[config.mk]
export PLATFORM = sky130hd
export DESIGN_NAME = indirect_addr_unit
export DESIGN_NICKNAME = d
export VERILOG_FILES = /design/src/rtl/iau_pkg.sv /design/src/rtl/iau_rst_sync.sv /design/src/rtl/iau_decode.sv /design/src/rtl/iau_ptr_slot.sv /design/src/rtl/indirect_addr_unit.sv
export SDC_FILE = /design/constraint.sdc
export NUM_CORES = 1
export LEC_CHECK = 0
export BUFFER_PORTS_ARGS = -buffer_cell sky130_fd_sc_hd__buf_2
export CAP_MARGIN = 5
export CORE_MARGIN = 1
export CORE_UTILIZATION = 29
export CTS_BUF_LIST = sky130_fd_sc_hd__clkbuf_16
export CTS_CLUSTER_DIAMETER = 30
export CTS_CLUSTER_SIZE = 10
export DETAILED_ROUTE_END_ITERATION = 10
export PLACE_DENSITY = 0.46
export SLEW_MARGIN = 20
export SYNTH_ARGS = -nofsm -noshare
export SYNTH_HDL_FRONTEND = slang
export SYNTH_SLANG_ARGS = --single-unit
[constraint.sdc]
create_clock -name clk -period 5.92 [get_ports clk]
set_input_delay 1.184 -clock clk [delete_from_list [all_inputs] [get_ports clk]]
set_output_delay 1.184 -clock clk [all_outputs]
set_load 0.02 [all_outputs]
[src/rtl/iau_pkg.sv]
package iau_pkg;

  // Position of each register inside one pointer's window.
  typedef enum logic [2:0] {
    OFF_PLAIN   = 3'd0,
    OFF_POSTINC = 3'd1,
    OFF_POSTDEC = 3'd2,
    OFF_PREINC  = 3'd3,
    OFF_PLUSW   = 3'd4,
    OFF_LOW     = 3'd5,
    OFF_HIGH    = 3'd6,
    OFF_SPARE   = 3'd7
  } slot_off_e;

  localparam int SLOT_SPAN = 8;
  localparam int SLOT_SH   = 3;

endpackage

[src/rtl/iau_rst_sync.sv]
module iau_rst_sync (
  input  logic clk,
  input  logic rst_ni,
  output logic rst_no
);

  logic [1:0] sync_q;

  always_ff @(posedge clk or negedge rst_ni) begin
    if (!rst_ni) begin
      sync_q <= 2'b00;
    end else begin
      sync_q <= {sync_q[0], 1'b1};
    end
  end

  assign rst_no = sync_q[1];

endmodule

[src/rtl/iau_decode.sv]
module iau_decode
  import iau_pkg::*;
#(
  parameter int                 NUM_PTR = 3,
  parameter int                 PTR_W   = 12,
  parameter logic [PTR_W-1:0]   BASE    = 12'hFE0,
  localparam int                IDX_W   = (NUM_PTR > 1) ? $clog2(NUM_PTR) : 1
) (
  input  logic [PTR_W-1:0] addr,
  output logic             hit,
  output logic [IDX_W-1:0] idx,
  output slot_off_e        off
);

  localparam int WIN_SIZE = NUM_PTR * SLOT_SPAN;

  logic [PTR_W-1:0] rel;

  always_comb begin
    rel = addr - BASE;
    hit = (addr >= BASE) && (int'(rel) < WIN_SIZE);
    idx = IDX_W'(rel >> SLOT_SH);
    off = slot_off_e'(rel[SLOT_SH-1:0]);
  end

endmodule

[src/rtl/iau_ptr_slot.sv]
module iau_ptr_slot
  import iau_pkg::*;
#(
  parameter int PTR_W  = 12,
  parameter int DATA_W = 8
) (
  input  logic              clk,
  input  logic              rst_n,
  input  logic              sel,
  input  logic              wr,
  input  slot_off_e         off,
  input  logic [DATA_W-1:0] wdata,
  input  logic [DATA_W-1:0] wreg,
  output logic [PTR_W-1:0]  ptr_q,
  output logic [PTR_W-1:0]  ea
);

  localparam int HI_W = PTR_W - DATA_W;

  logic [DATA_W-1:0] lo_q;
  logic [HI_W-1:0]   hi_q;
  logic [PTR_W-1:0]  ptr_nxt;
  logic [PTR_W-1:0]  ptr_inc;
  logic [PTR_W-1:0]  ptr_dec;
  logic [PTR_W-1:0]  wreg_sx;
  logic              lo_en;
  logic              hi_en;
  logic              step_en;

  assign ptr_q   = {hi_q, lo_q};
  assign ptr_inc = ptr_q + PTR_W'(1);
  assign ptr_dec = ptr_q - PTR_W'(1);
  assign wreg_sx = {{HI_W{wreg[DATA_W-1]}}, wreg};

  // Effective address for each mode
  always_comb begin
    unique case (off)
      OFF_PREINC: ea = ptr_inc;
      OFF_PLUSW:  ea = ptr_q + wreg_sx;
      default:    ea = ptr_q;
    endcase
  end

  // Next pointer value and byte enables
  always_comb begin
    ptr_nxt = ptr_q;
    step_en = 1'b0;
    unique case (off)
      OFF_POSTINC, OFF_PREINC: begin
        ptr_nxt = ptr_inc;
        step_en = sel;
      end
      OFF_POSTDEC: begin
        ptr_nxt = ptr_dec;
        step_en = sel;
      end
      OFF_LOW:  ptr_nxt = {hi_q, wdata};
      OFF_HIGH: ptr_nxt = {wdata[HI_W-1:0], lo_q};
      default:  ptr_nxt = ptr_q;
    endcase
    lo_en = step_en || (sel && wr && (off == OFF_LOW));
    hi_en = step_en || (sel && wr && (off == OFF_HIGH));
  end

  always_ff @(posedge clk or negedge rst_n) begin
    if (!rst_n) begin
      hi_q <= '0;
    end else if (hi_en) begin
      hi_q <= ptr_nxt[PTR_W-1:DATA_W];
    end
  end

  // Low byte carries no reset: its value is undefined until written.
  always_ff @(posedge clk) begin
    if (lo_en) begin
      lo_q <= ptr_nxt[DATA_W-1:0];
    end
  end

endmodule

[src/rtl/indirect_addr_unit.sv]
module indirect_addr_unit
  import iau_pkg::*;
#(
  parameter int               NUM_PTR = 3,
  parameter int               PTR_W   = 12,
  parameter int               DATA_W  = 8,
  parameter logic [PTR_W-1:0] BASE    = 12'hFE0
) (
  input  logic              clk,
  input  logic              rst_n,
  input  logic [PTR_W-1:0]  cpu_addr,
  input  logic              cpu_rd,
  input  logic              cpu_wr,
  input  logic [DATA_W-1:0] cpu_wdata,
  output logic [DATA_W-1:0] cpu_rdata,
  input  logic [DATA_W-1:0] wreg,
  output logic [PTR_W-1:0]  mem_addr,
  output logic              mem_rd,
  output logic              mem_wr,
  output logic [DATA_W-1:0] mem_wdata,
  input  logic [DATA_W-1:0] mem_rdata
);

  localparam int IDX_W    = (NUM_PTR > 1) ? $clog2(NUM_PTR) : 1;
  localparam int WIN_SIZE = NUM_PTR * SLOT_SPAN;
  localparam int HI_W     = PTR_W - DATA_W;

  logic                          rst_sync_n;
  logic                          acc;
  logic                          win_hit;
  logic [IDX_W-1:0]              win_idx;
  slot_off_e                     win_off;
  logic                          virt;
  logic                          self_hit;
  logic [PTR_W-1:0]              ea_rel;
  logic [PTR_W-1:0]              sel_ea;
  logic [PTR_W-1:0]              sel_ptr;
  logic [NUM_PTR-1:0][PTR_W-1:0] ptr_all;
  logic [NUM_PTR-1:0][PTR_W-1:0] ea_all;

  iau_rst_sync u_rst (
    .clk    (clk),
    .rst_ni (rst_n),
    .rst_no (rst_sync_n)
  );

  iau_decode #(
    .NUM_PTR (NUM_PTR),
    .PTR_W   (PTR_W),
    .BASE    (BASE)
  ) u_dec (
    .addr (cpu_addr),
    .hit  (win_hit),
    .idx  (win_idx),
    .off  (win_off)
  );

  assign acc  = cpu_rd || cpu_wr;
  assign virt = win_hit && (win_off <= OFF_PLUSW);

  for (genvar g = 0; g < NUM_PTR; g++) begin : g_slot
    logic slot_sel;
    assign slot_sel = acc && win_hit && (win_idx == IDX_W'(g));

    iau_ptr_slot #(
      .PTR_W  (PTR_W),
      .DATA_W (DATA_W)
    ) u_slot (
      .clk   (clk),
      .rst_n (rst_sync_n),
      .sel   (slot_sel),
      .wr    (cpu_wr),
      .off   (win_off),
      .wdata (cpu_wdata),
      .wreg  (wreg),
      .ptr_q (ptr_all[g]),
      .ea    (ea_all[g])
    );
  end

  // Select the addressed slot's pointer and effective address
  always_comb begin
    sel_ea  = '0;
    sel_ptr = '0;
    for (int k = 0; k < NUM_PTR; k++) begin
      if (win_idx == IDX_W'(k)) begin
        sel_ea  = ea_all[k];
        sel_ptr = ptr_all[k];
      end
    end
  end

  // Effective address pointing back into the virtual ports
  always_comb begin
    ea_rel   = sel_ea - BASE;
    self_hit = (sel_ea >= BASE) && (int'(ea_rel) < WIN_SIZE) &&
               (ea_rel[SLOT_SH-1:0] <= 3'(OFF_PLUSW));
  end

  assign mem_addr  = sel_ea;
  assign mem_wdata = cpu_wdata;
  assign mem_rd    = cpu_rd && virt && !self_hit;
  assign mem_wr    = cpu_wr && virt && !self_hit;

  always_comb begin
    cpu_rdata = '0;
    if (win_hit) begin
      unique case (win_off)
        OFF_PLAIN, OFF_POSTINC, OFF_POSTDEC, OFF_PREINC, OFF_PLUSW:
          cpu_rdata = self_hit ? '0 : mem_rdata;
        OFF_LOW:  cpu_rdata = sel_ptr[DATA_W-1:0];
        OFF_HIGH: cpu_rdata = {{(DATA_W-HI_W){1'b0}}, sel_ptr[PTR_W-1:DATA_W]};
        default:  cpu_rdata = '0;
      endcase
    end
  end

endmodule

==> run summary <==
The via density per instance was 5.95. For flop-to-flop paths, the worst setup slack is 3.10 ns. Fill cells in the final layout number 2,345. Weighted congestion at the end of routability-driven global placement: 0.922.

Of all nets on the critical path, the largest fanout is 5. The sum of net half-perimeters after detailed placement was 20,800 um; the worst setup slack after placement was 0.0628 ns. After synthesis, the largest family of logic cells by area is compound AO/OA/AOI/OAI gates.

70 I/O pins were placed. STA classifies the critical path startpoint as an input pin. The slew at the pin closest to its max-slew limit works out to 0.984 ns.

The post-synthesis sequential area ratio is 16.8%, and the count of final hold-check violations is 0. A synthesized cell averages 7.35 um2. The worst path uses 96.8% of the clock period. STA classifies the critical path endpoint as an output pin.

By area the synthesized netlist is led by edfxtp_1 (11%), ha_1 (8.0%), a21oi_1 (5.6%). The setup path with the least slack is of type in -> out. The finished cells cover 0.00713 mm2. Cells with a size suffix above 1 make up 16.2% of the layout. The total setup violations reported at the end of the flow was 0; the DRC marker count from the first detailed-route iteration was 670. TritonCTS built the clock tree. Once layout is complete, the cells apart from fillers number 1,179. After Yosys synthesis, XOR and XNOR cells account for 5.76% of the synthesized area.

The overall via count from detail_route was 7,020. Setup repair after global routing left no endpoint under its margin. Number of distinct standard cells referenced by the synthesized netlist: 87. The endpoint identified for the worst register-to-register timing path is g_slot[1].u_slot.hi_q[1]. First-pass GRT wire length: 39,900 um. The tools report the startpoint of the worst-slack reg-to-reg timing path as g_slot[1].u_slot.lo_q[0]. Buffers inserted to repair hold after CTS numbered 0. In this run the deepest clock path goes through 2 buffers. The number of warnings reported in the yosys synthesis log was 0; the count of cells along the worst register-to-register path was 8. Maximum clock frequency: 175 MHz. The logs give 2 for the H-tree depth and 0 for the residual antenna-violating net count after detailed routing.

The worst path required time is 4.74 ns. The tree is rooted in a clkbuf_16. Clock tree synthesis found a total of 38 sinks. Aggregate global-route resource usage: 23.7%. The area growth from synthesis to layout is 11.7%. The instance count of the mapped netlist is 869, and the minimum clock period after layout is 5.73 ns. Width of the die: 150 um.

The flip-flop and latch count after synthesis is 38, and the final worst hold slack is 0.221 ns. Input and output buffers added on the ports amount to 69. The floorplan step set the die height to 150 um. The starting density of the core was 30.0%. Of the total synthesized cell area, the portion taken by full adders, half adders and majority gates is 8.98%.

Headroom to the max-slew limit came out at 34.4%. Entering global routing, the biggest net connects 30 pins. The final net count is 987.

In the final routed layout, each cell accounts on average for 22.8 um. The max-capacitance violation count was 0; the async set or reset register ratio after synthesis was 36.8%. The final core utilization came out at 33.5%. After global routing the overflow that remains totals 0. Counting flops with a built-in enable in the synthesized netlist gives 24. After routing, the total negative slack on setup checks comes to 0 ns.

Standard cell area after detailed placement: 0.00693 mm2. The synthesized netlist devotes 33.1% of its cell area to compound gates. Clock tree synthesis inserted a total of 5 buffers.

The first-pass iteration count of the detailed router was 5. Dividing total power by cell area gives a power density of 119 mW/mm2. The total standard cell area after synthesis is 0.00638 mm2.

The core region is 0.0213 mm2. Summing internal, switching and leakage power gives 0.846 mW. After synthesis, the largest area contributor takes up 11.3% of total cell area. The post-CTS clock slew at the launch and capture registers of the worst setup and hold paths is 0.06 ns, and the worst ir drop on vdd is 0.110 mV.

The worst hold path belongs to the class reg -> async. After Yosys synthesis, and, or, nand and nor cells account for 25.2% of the synthesized area. 0 antenna diodes ended up in the layout. edfxtp_1 takes more of the synthesized area than any other cell. Clock latency on the worst-skew pair, taken at its later pin, is 0.29 ns.

The number of global-route vias before repair is 6,584. The wire length after detailed routing is 26,900 um, and the final-report max-slew violation count is 0. Setup slack closes at 0.191 ns.

At the worst endpoint, the arrival time is 4.55 ns. For this design the static power due to leakage is 2.88 nW. The setup clock skew after layout is 0.00660 ns, and the post-synthesis mux area share is 2.98%. The tools report the total placed cells including tap cells as 1,170. The tools report the overall die area as 0.0226 mm2. The logs give 0 for the initial antenna violation count and 53 for the site row count. The flow ran to the end, and the final reports show no timing, DRC or antenna violations. In the routed design, unresolved DRC markers number 0. For the synthesized netlist net count, the log shows 953.

For this run, the leading register cell type out of synthesis is edfxtp_1.
-- state kept, by name (all words and copies together) (netlist names) --
signal / flops
g_slot.u_slot.lo_q: 24
u_rst.sync_q: 2
g_slot.u_slot.hi_q: 12
-- worst max path at each step --
stage / startpoint / to / depth (start not counted)
after floorplan: wreg[0] / cpu_rdata[4] / 14
after global placement: wreg[0] / cpu_rdata[6] / 16
after detailed placement: wreg[0] / cpu_rdata[6] / 16
after CTS: wreg[0] / cpu_rdata[6] / 16
after global routing: wreg[0] / cpu_rdata[6] / 18
final: wreg[0] / cpu_rdata[6] / 16
-- worst max-delay path: stages --
cell and delay, ns:
buf_2 0.12, ha_2 0.20, fa_2 0.36, a21o_1 0.20
a221o_1 0.33, xnor2_1 0.18, o2bb2ai_1 0.09, o21ai_1 0.18
inv_1 0.08, ha_1 0.31, nor3b_2 0.18, o21ai_0 0.09
and4bb_4 0.38, nand4_4 0.19, a32o_1 0.30, buf_2 0.15
-- cell families (layout without fill, tap and decap cells) --
logic type / Yosys count / count (layout)
xor+xnor: 42 / 42
mux: 19 / 19
simple gates: 314 / 315
other cells: 1 / 1
buf+inv: 93 / 127
compound gates: 318 / 318
fa+ha+maj: 44 / 44
flops: 38 / 38
-- layout by cell type (no fill, tap or decap), drive strengths merged, types with 17 or more instances in the layout --
cell,instances
inv,19
a21o,17
a21oi,71
xor2,19
nand2,90
buf,101
mux2i,19
nor2,77
nand3,31
o21ai,83
edfxtp,24
nor3,31
xnor2,23
ha,41
-- power breakdown --
| group | internal, mW | switching [mW] | total [mW] | leakage [nW] |
|---|---|---|---|---|
| registers | 0.284 | 0.00229 | 0.286 | 0.391 |
| clock network | 0.153 | 0.117 | 0.269 | 0.0724 |
| logic | 0.105 | 0.186 | 0.291 | 2.41 |
| total | 0.541 | 0.305 | 0.846 | 2.88 |
-- timing repair --
action	4_1_cts	5_1_grt
setup buffers	0	0
endpoints found under the setup margin	0	10
gates resized for setup	0	15
-- cell usage after synthesis, types with 7 or more instances --
master    instances
a211oi_1          9
nor3_1           28
mux2i_1          19
and2_1            7
o22ai_1          15
and3_1           15
xnor2_1          23
nand2_1          90
nor2b_1           8
clkbuf_1         37
o21ai_0          61
ha_1             41
edfxtp_1         24
nand4_1           7
or3_1             8
buf_4            12
a221oi_1         10
nand3_1          30
xor2_1           19
a22oi_1          16
a21oi_1          71
a31oi_1          15
inv_1            17
nor2_1           75
nand2b_1          9
buf_2            18
o21ai_1          22
o211ai_1          8
a21o_1           17
dfrtp_1          14
-- final cells by class --
type | count | area [um2] | area share, %
Tap cell | 275 | 344 | 4.82
Inverter | 18 | 67.6 | 0.947
Sequential cell | 38 | 1070 | 15.0
Multi-Input combinational cell | 739 | 4930 | 69.1
Clock buffer | 5 | 125 | 1.75
Timing Repair Buffer | 101 | 586 | 8.21
Clock inverter | 3 | 12.5 | 0.175
-- routing by layer --
layer	global-route usage [%]	part of all wire, %	vias up
li1	-	-	3339
met1	34.5	47	3350
met2	37.0	43	301
met3	2.06	7.1	30
met4	6.21	2.1	0
met5	0	0	-
(Power assumes the default switching activity.)
